File: src/rtl/ts_pkg.sv
package ts_pkg;
    localparam int TIME_W = 64;
    localparam int FRAC_W = 4;
    localparam int WORD_W = 32;

    typedef struct packed {
        logic [WORD_W-1:0] hi;
        logic [WORD_W-1:0] lo;
    } cap_pair_t;
endpackage

File: src/rtl/ts_period_div.sv
module ts_period_div #(
    parameter int PER_W = 8
) (
    input  logic             clk,
    input  logic             rst_n,
    input  logic             tick_i,
    input  logic             clr_i,
    input  logic [PER_W-1:0] period_i,
    output logic             step_o
);
    localparam int CW = PER_W + 1;

    typedef struct packed {
        logic [PER_W-1:0] cnt;
    } div_state_t;

    div_state_t st_d, st_q;
    logic [CW-1:0] eff_per;
    logic [CW-1:0] cnt_inc;
    logic          wrap;

    always_comb begin
        st_d    = st_q;
        eff_per = (period_i == '0) ? CW'(1) : {1'b0, period_i};
        cnt_inc = {1'b0, st_q.cnt} + CW'(1);
        wrap    = tick_i && (cnt_inc >= eff_per);
        if (tick_i) begin
            st_d.cnt = wrap ? '0 : cnt_inc[PER_W-1:0];
        end
        if (clr_i) begin
            st_d.cnt = '0;
        end
        step_o = wrap;
    end

    always_ff @(posedge clk or negedge rst_n) begin
        if (!rst_n) begin
            st_q <= '0;
        end else begin
            st_q <= st_d;
        end
    end

    AST_CNT_BELOW_PERIOD: assert property (@(posedge clk) disable iff (!rst_n)
        {1'b0, st_q.cnt} < eff_per);
    AST_WRITE_RESTARTS: assert property (@(posedge clk) disable iff (!rst_n)
        clr_i |=> (st_q.cnt == '0));
    AST_IDLE_HOLDS_CNT: assert property (@(posedge clk) disable iff (!rst_n)
        (!tick_i && !clr_i) |=> $stable(st_q.cnt));
endmodule

File: src/rtl/ts_accum.sv
module ts_accum
    import ts_pkg::*;
#(
    parameter int VAL_W = 24
) (
    input  logic              clk,
    input  logic              rst_n,
    input  logic              step_i,
    input  logic [VAL_W-1:0]  inc_i,
    output logic [TIME_W-1:0] time_o
);
    localparam int ACC_W = TIME_W + FRAC_W;

    typedef struct packed {
        logic [ACC_W-1:0] acc;
    } acc_state_t;

    acc_state_t st_d, st_q;

    always_comb begin
        st_d = st_q;
        if (step_i) begin
            st_d.acc = st_q.acc + ACC_W'(inc_i);
        end
        time_o = st_q.acc[ACC_W-1:FRAC_W];
    end

    always_ff @(posedge clk or negedge rst_n) begin
        if (!rst_n) begin
            st_q <= '0;
        end else begin
            st_q <= st_d;
        end
    end

    AST_STEP_ADDS_RATE: assert property (@(posedge clk) disable iff (!rst_n)
        step_i |=> (st_q.acc == $past(st_q.acc) + ACC_W'($past(inc_i))));
    AST_NO_STEP_HOLDS: assert property (@(posedge clk) disable iff (!rst_n)
        !step_i |=> $stable(st_q.acc));
endmodule

File: src/rtl/ts_capture.sv
module ts_capture
    import ts_pkg::*;
(
    input  logic              clk,
    input  logic              rst_n,
    input  logic              cap_i,
    input  logic [TIME_W-1:0] time_i,
    output logic [WORD_W-1:0] lo_o,
    output logic [WORD_W-1:0] hi_o
);
    cap_pair_t st_d, st_q;

    always_comb begin
        st_d = st_q;
        if (cap_i) begin
            st_d.lo = time_i[WORD_W-1:0];
            st_d.hi = time_i[TIME_W-1:WORD_W];
        end
        lo_o = st_q.lo;
        hi_o = st_q.hi;
    end

    always_ff @(posedge clk or negedge rst_n) begin
        if (!rst_n) begin
            st_q <= '0;
        end else begin
            st_q <= st_d;
        end
    end

    AST_CAPTURE_BOTH: assert property (@(posedge clk) disable iff (!rst_n)
        cap_i |=> ({hi_o, lo_o} == $past(time_i)));
    AST_CAPTURE_HOLDS: assert property (@(posedge clk) disable iff (!rst_n)
        !cap_i |=> ($stable(lo_o) && $stable(hi_o)));
endmodule

File: src/rtl/ts_clock.sv
module ts_clock
    import ts_pkg::*;
#(
    parameter int VAL_W = 24,
    parameter int PER_W = 8
) (
    input  logic                   clk,
    input  logic                   rst_n,
    input  logic                   ns_tick,
    input  logic                   cfg_we,
    input  logic [VAL_W+PER_W-1:0] cfg_wdata,
    input  logic                   cap_req,
    output logic [WORD_W-1:0]      cap_lo,
    output logic [WORD_W-1:0]      cap_hi
);
    localparam int CFG_W = VAL_W + PER_W;

    typedef struct packed {
        logic [PER_W-1:0] period;
        logic [VAL_W-1:0] value;
    } rate_cfg_t;

    rate_cfg_t         cfg_d, cfg_q;
    logic              step;
    logic [TIME_W-1:0] now;

    always_comb begin
        cfg_d = cfg_q;
        if (cfg_we) begin
            cfg_d = rate_cfg_t'(cfg_wdata[CFG_W-1:0]);
        end
    end

    always_ff @(posedge clk or negedge rst_n) begin
        if (!rst_n) begin
            cfg_q <= '0;
        end else begin
            cfg_q <= cfg_d;
        end
    end

    ts_period_div #(.PER_W(PER_W)) u_div (
        .clk      (clk),
        .rst_n    (rst_n),
        .tick_i   (ns_tick),
        .clr_i    (cfg_we),
        .period_i (cfg_q.period),
        .step_o   (step)
    );

    ts_accum #(.VAL_W(VAL_W)) u_acc (
        .clk    (clk),
        .rst_n  (rst_n),
        .step_i (step),
        .inc_i  (cfg_q.value),
        .time_o (now)
    );

    ts_capture u_cap (
        .clk    (clk),
        .rst_n  (rst_n),
        .cap_i  (cap_req),
        .time_i (now),
        .lo_o   (cap_lo),
        .hi_o   (cap_hi)
    );

    AST_WRITE_KEEPS_TIME: assert property (@(posedge clk) disable iff (!rst_n)
        (cfg_we && !ns_tick) |=> $stable(now));
endmodule

File: config.mk
export PLATFORM = sky130hd
export DESIGN_NAME = ts_clock
export DESIGN_NICKNAME = d
export VERILOG_FILES = /design/src/rtl/ts_pkg.sv /design/src/rtl/ts_period_div.sv /design/src/rtl/ts_accum.sv /design/src/rtl/ts_capture.sv /design/src/rtl/ts_clock.sv
export SDC_FILE = /design/constraint.sdc
export NUM_CORES = 1
export LEC_CHECK = 0
export BUFFER_PORTS_ARGS = -buffer_cell sky130_fd_sc_hd__buf_2
export CAP_MARGIN = 40
export CORE_ASPECT_RATIO = 1.2
export CORE_MARGIN = 2
export CORE_UTILIZATION = 47
export CTS_CLUSTER_DIAMETER = 120
export DETAILED_ROUTE_END_ITERATION = 12
export PLACE_DENSITY_LB_ADDON = 0.1
export SLEW_MARGIN = 10
export SYNTH_ARGS = -nofsm -noshare
export SYNTH_HDL_FRONTEND = slang
export SYNTH_SLANG_ARGS = --single-unit
export TNS_END_PERCENT = 50
File: constraint.sdc
create_clock -name clk -period 2.83 [get_ports clk]
set_clock_uncertainty 0.05 [all_clocks]
set_input_delay 0.1415 -clock clk [delete_from_list [all_inputs] [get_ports clk]]
set_output_delay 0.1415 -clock clk [all_outputs]
set_load 0.02 [all_outputs]
# After elaboration in Yosys (flattened, before gate mapping)
# Cells that the tools add are included.
[word_totals] regBits=172 inputBits=37 word_cells=16
[classes] add_sub_neg=2 n_lt_le_gt_ge=1 mux=4 reduce_logical=3
[op_table] cell="68-bit by 24-bit adder with 68-bit output" n=1
[op_table] cell="8-bit two-way mux" n=4
[op_table] cell="8-bit by 1-bit adder with 9-bit output (second input constant)" n=1
[op_table] cell="9-bit greater-or-equal comparator" n=1
[op_table] cell="8-bit zero test" n=1
[op_table] cell="2-bit nonzero test" n=1
[op_table] cell="1-bit logical AND" n=1

# Longest topological paths before layout
[logic_depth] depth_word=7 ltp_mapped=13

# Cells and area by module
# Synthesis repeated with hierarchy kept, for this count alone.
[unflattened] hier_cells=806 area_unflattened_um2=9663.0
[modules_own_cells] mod="ts_accum" instances=1 cells_each=518 area_each_um2=4875.9 seq_area_each_um2=1701.6
[modules_own_cells] mod="ts_capture" instances=1 cells_each=135 area_each_um2=2678.8 seq_area_each_um2=1601.5
[modules_own_cells] mod="ts_clock" instances=1 cells_each=68 area_each_um2=1345.0 seq_area_each_um2=800.8
[modules_own_cells] mod="ts_period_div" instances=1 cells_each=85 area_each_um2=763.2 seq_area_each_um2=200.2

# Worst setup path after synthesis
# Ideal clock, no wire load.
[synth_path] path_kind="reg2reg" startpoint="register u_div.st_q[0] (netlist name)" endpoint="register u_acc.st_q[33] (netlist name)" setup_time_ns=0.079 arrival_ns=2.789 t_required_ns=2.701 setup_slack_ns=-0.088 path_stages_with_launch=13 period_less_slack_ns=2.918 path_cell_list="dfrtp_1 > ha_1 > and3_1 > and3_1 > xor2_1 > ha_1 > nand4_1 > o31ai_2 > buf_4 > nand3_2 > buf_2 > nor4_1 > xor2_1"
[synth_via] elab_chain_cells=3
[synth_rtl] element="start: declaration" line_no="ts_period_div.sv:17" rtl="div_state_t st_d, st_q;"
[synth_rtl] element="start signal: assignment" line_no="ts_period_div.sv:40" rtl="st_q <= st_d;"
[synth_rtl] element="8-bit by 1-bit adder with 9-bit output" line_no="ts_period_div.sv:25" rtl="cnt_inc = {1'b0, st_q.cnt} + CW'(1);"
[synth_rtl] element="9-bit greater-or-equal comparator" line_no="ts_period_div.sv:26" rtl="wrap = tick_i && (cnt_inc >= eff_per);"
[synth_rtl] element="1-bit logical AND" line_no="ts_period_div.sv:26"
[synth_rtl] element="end signal: assignment" line_no="ts_accum.sv:32" rtl="st_q <= st_d;"
[synth_rtl] element="end: declaration" line_no="ts_accum.sv:18" rtl="acc_state_t st_d, st_q;"
# Every way passes these cells.
# A chain may end at the register's enable or synchronous reset.

# Worst setup path in the final report
[layout_path] startpoint="register u_div.st_q[1] (netlist name)" endpoint="register u_acc.st_q[51] (netlist name)"
# The elaborated chain is that of the path after synthesis.

==> impl_results.md <==
- Mapped Nets: 838
- Share of cells above drive strength 1: 0.400
- Routed vias/inst: approximately 5.6
- Final period util: 1.03
- Critical Path End Type: register
- Die area: 19400 sq um
- GRT Total Usage: 0.219
- Largest net degree at the start of global routing: 67
- Clock Path Buffers: 2
- Vias post-DR: approximately 6600
- 1st-pass router iterations: 4
- Clock Latency Late Sink: about 440 ps
- H-tree depth: 4
- IO Port Bufs: 100
- Dpl hpwl: 14100 um
- Die span in y: between 150 and 200 um
- Antenna cells: 0
- Die extent in x: 127 um
- Final worst setup slack: -91.3 ps
- NumNets Final: approximately 1000
- Status: finished, violations left
- First-pass GRT wire length: between 30000 and 40000 um
- Flip-flop and latch count after synthesis: ~170
- Avg WL per Cell: 17.9 um
- Async set-or-reset flop fraction in the synthesized netlist: 1.00
- Worst reg2reg setup slack: -90 ps
- DP Cell Count: between 1000 and 1500
- Most used DFF post-synth: dfrtp_1
- RR Endpoint: u_acc.st_q[51]
- Hold Path Sink: u_cap.lo_o[2]
- Failing checks: setup timing
- Critical Path AT: 3240 ps
- Total power: 0.00859 W
- Clock transition at path regs: ~80 ps
- Cell Area, Synth: roughly 8600 sq um
- Leading cell types in the layout, fill and taps excluded: 172 x dfrtp_1, 99 x buf_2, 93 x mux2_2
- Worst Hold Path Cells: 2
- Unrepaired setup endpoints after global routing: true
- RR Startpoint: u_div.st_q[1]
- Syn-to-layout area delta: 33.8%
- Area of the multi-input gates: between 4000 and 5000 sq um
- Post-route DRC violation count: 0
- Sequential cell area: between 4000 and 5000 sq um
- Sequential share of the synthesized area: 0.501
- Classification of the worst setup path: reg2reg
- Final Wtd Congestion: 0.894
- Initial cell density of the core: 0.476
- Slew @ Worst Pin: just over 1000 ps
- Number of global-route vias before repair: roughly 6900
- CTS buffer count: 17
- # setup viols final: 21
- Synth warnings: 0
- Core area: 18000 sq um
- EDFF count, synth: 0
- Slew Limit Fails: 0
- Netlist cell types: between 60 and 70
- Crit path launch type: register
- Most common cell after layout, fill and taps aside: dfrtp_1
- TritonCTS clock tree: built
- Hold WS: roughly 37 ps
- Hold wc startpoint: cap_req
- Final ANT Viol Nets: 0
- HP Class: in2reg
- R2r worst-path depth: 12
- Worst slew margin: 0.322
- # rows: 54
- Clk root buf: clkbuf_16
- Max cap viols: 0
- Leakage: 5.88 nW
- Post-Route Utilization: 0.638
- Initial antenna violation count: 0
- Pwr dens: about 750 nW/um^2
- Data required time of the worst path: ~3200 ps
- Mapped Cells: approximately 770
- # IOs: approximately 100
- Worst Path Max Fanout: 13
- Endpoints failing hold: 0
- Filler cell count: around 1400
- Clk sinks: 172
- Fin cells: around 1200
- Routed wire length: 21100 um
- Post-place setup slack: -302 ps
- Syn Area/Cell: ~11 sq um
- Peak VDD IR: between 400 and 500 uV
- Tmin final: just under 3000 ps
- Max Freq: ~340 MHz
- First DRT Iteration DRCs: 364
- GRT overflow: 0
==> stage by stage <==
| step | TNS (ps) | instance area (sq um) |
|---|---|---|
| floorplan | 0 | 8600 |
| global placement | -6310 | 9600 |
| detailed placement | -9430 | 9640 |
| CTS | -385 | 10800 |
| global route | -9570 | 11500 |
| finish | -859 | 11500 |
==> where the power goes <==
part           internal [W]  leakage, nW  switching [W]
clock network       0.00138        0.301        0.00105
logic               0.00130         3.32        0.00177
registers           0.00280         2.26       0.000285
==> worst max-delay path, cell delays in order, from the launching register on <==
cell     delay [ps]
dfrtp_1         390
ha_2            190
and3_4          180
and3_4          180
xor2_2          140
ha_1            300
nand4_1         150
o31ai_4         330
buf_6           190
nand3_2         100
buf_8           200
nor4b_2         270
xor2_1          170
==> how the worst max path moves through the flow <==
stage	from	to	slack, ps	cells after the start
4_1_cts	cfg_q[30]	u_acc.st_q[1]	-40	12
3_3_place_gp	u_div.st_q[0]	u_div.st_q[5]	-210	12
6_report	u_div.st_q[1]	u_acc.st_q[51]	-90	12
3_5_place_dp	cfg_q[29]	u_div.st_q[5]	-300	11
2_1_floorplan	u_div.st_q[0]	u_div.st_q[5]	30	11
5_1_grt	u_div.st_q[1]	u_acc.st_q[51]	-250	12
==> synth_stat cells, drive strengths merged, types with 3 or more instances <==
master / instances / share of area
a21oi: 35 / 0.020
inv: 16 / 0.0070
a211oi: 4 / 0.0035
nor3: 19 / 0.012
ha: 33 / 0.048
nor4b: 5 / 0.0073
o21a: 6 / 0.0052
o21ai: 45 / 0.027
xor2: 53 / 0.054
nand3: 18 / 0.011
nor2: 28 / 0.013
mux2: 93 / 0.12
clkbuf: 23 / 0.010
and3: 17 / 0.012
nor4: 23 / 0.022
xnor2: 17 / 0.017
buf: 11 / 0.0074
o211ai: 5 / 0.0049
o31ai: 5 / 0.0049
dfrtp: 172 / 0.50
nand2: 80 / 0.036
a21o: 9 / 0.0079
nand4: 18 / 0.014
or3b: 3 / 0.0031
==> cells by family after synthesis <==
logic type	after synthesis	synth area share
simple gates	225	0.142
xor+xnor	70	0.0713
compound gates	123	0.0891
buf+inv	50	0.0247
mux	93	0.122
flops	172	0.501
fa+ha+maj	34	0.0504
==> registers in the layout (all words and copies together), names as in the netlist <==
| signal | count |
|---|---|
| u_div.st_q | 8 |
| cfg_q | 32 |
| u_acc.st_q | 68 |
| u_cap.hi_o | 32 |
| u_cap.lo_o | 32 |
==> what timing repair did <==
| action | 4_1_cts | 5_1_grt |
|---|---|---|
| setup endpoints to repair | 75 | 71 |
| endpoints found under the hold margin | 95 | 0 |
| buffers inserted | 2 | 5 |
| hold buffers | 33 | 0 |
| cloned | 2 | 6 |
| pin swaps | 9 | 50 |
| resized for setup | 20 | 134 |
==> layout make-up <==
type,instances,area share
Clock buffer,20,0.0397
Clock inverter,12,0.0134
Inverter,16,0.00522
Multi-Input combinational cell,545,0.409
Sequential cell,172,0.374
Tap cell,224,0.0244
Timing Repair Buffer,191,0.134
==> routing by layer <==
metal	track usage	routed length [um]
met5	0	0
met4	0.0764	416
met3	0.0432	749
met2	0.394	11200
met1	0.259	8790
(Power assumes the default switching activity.)
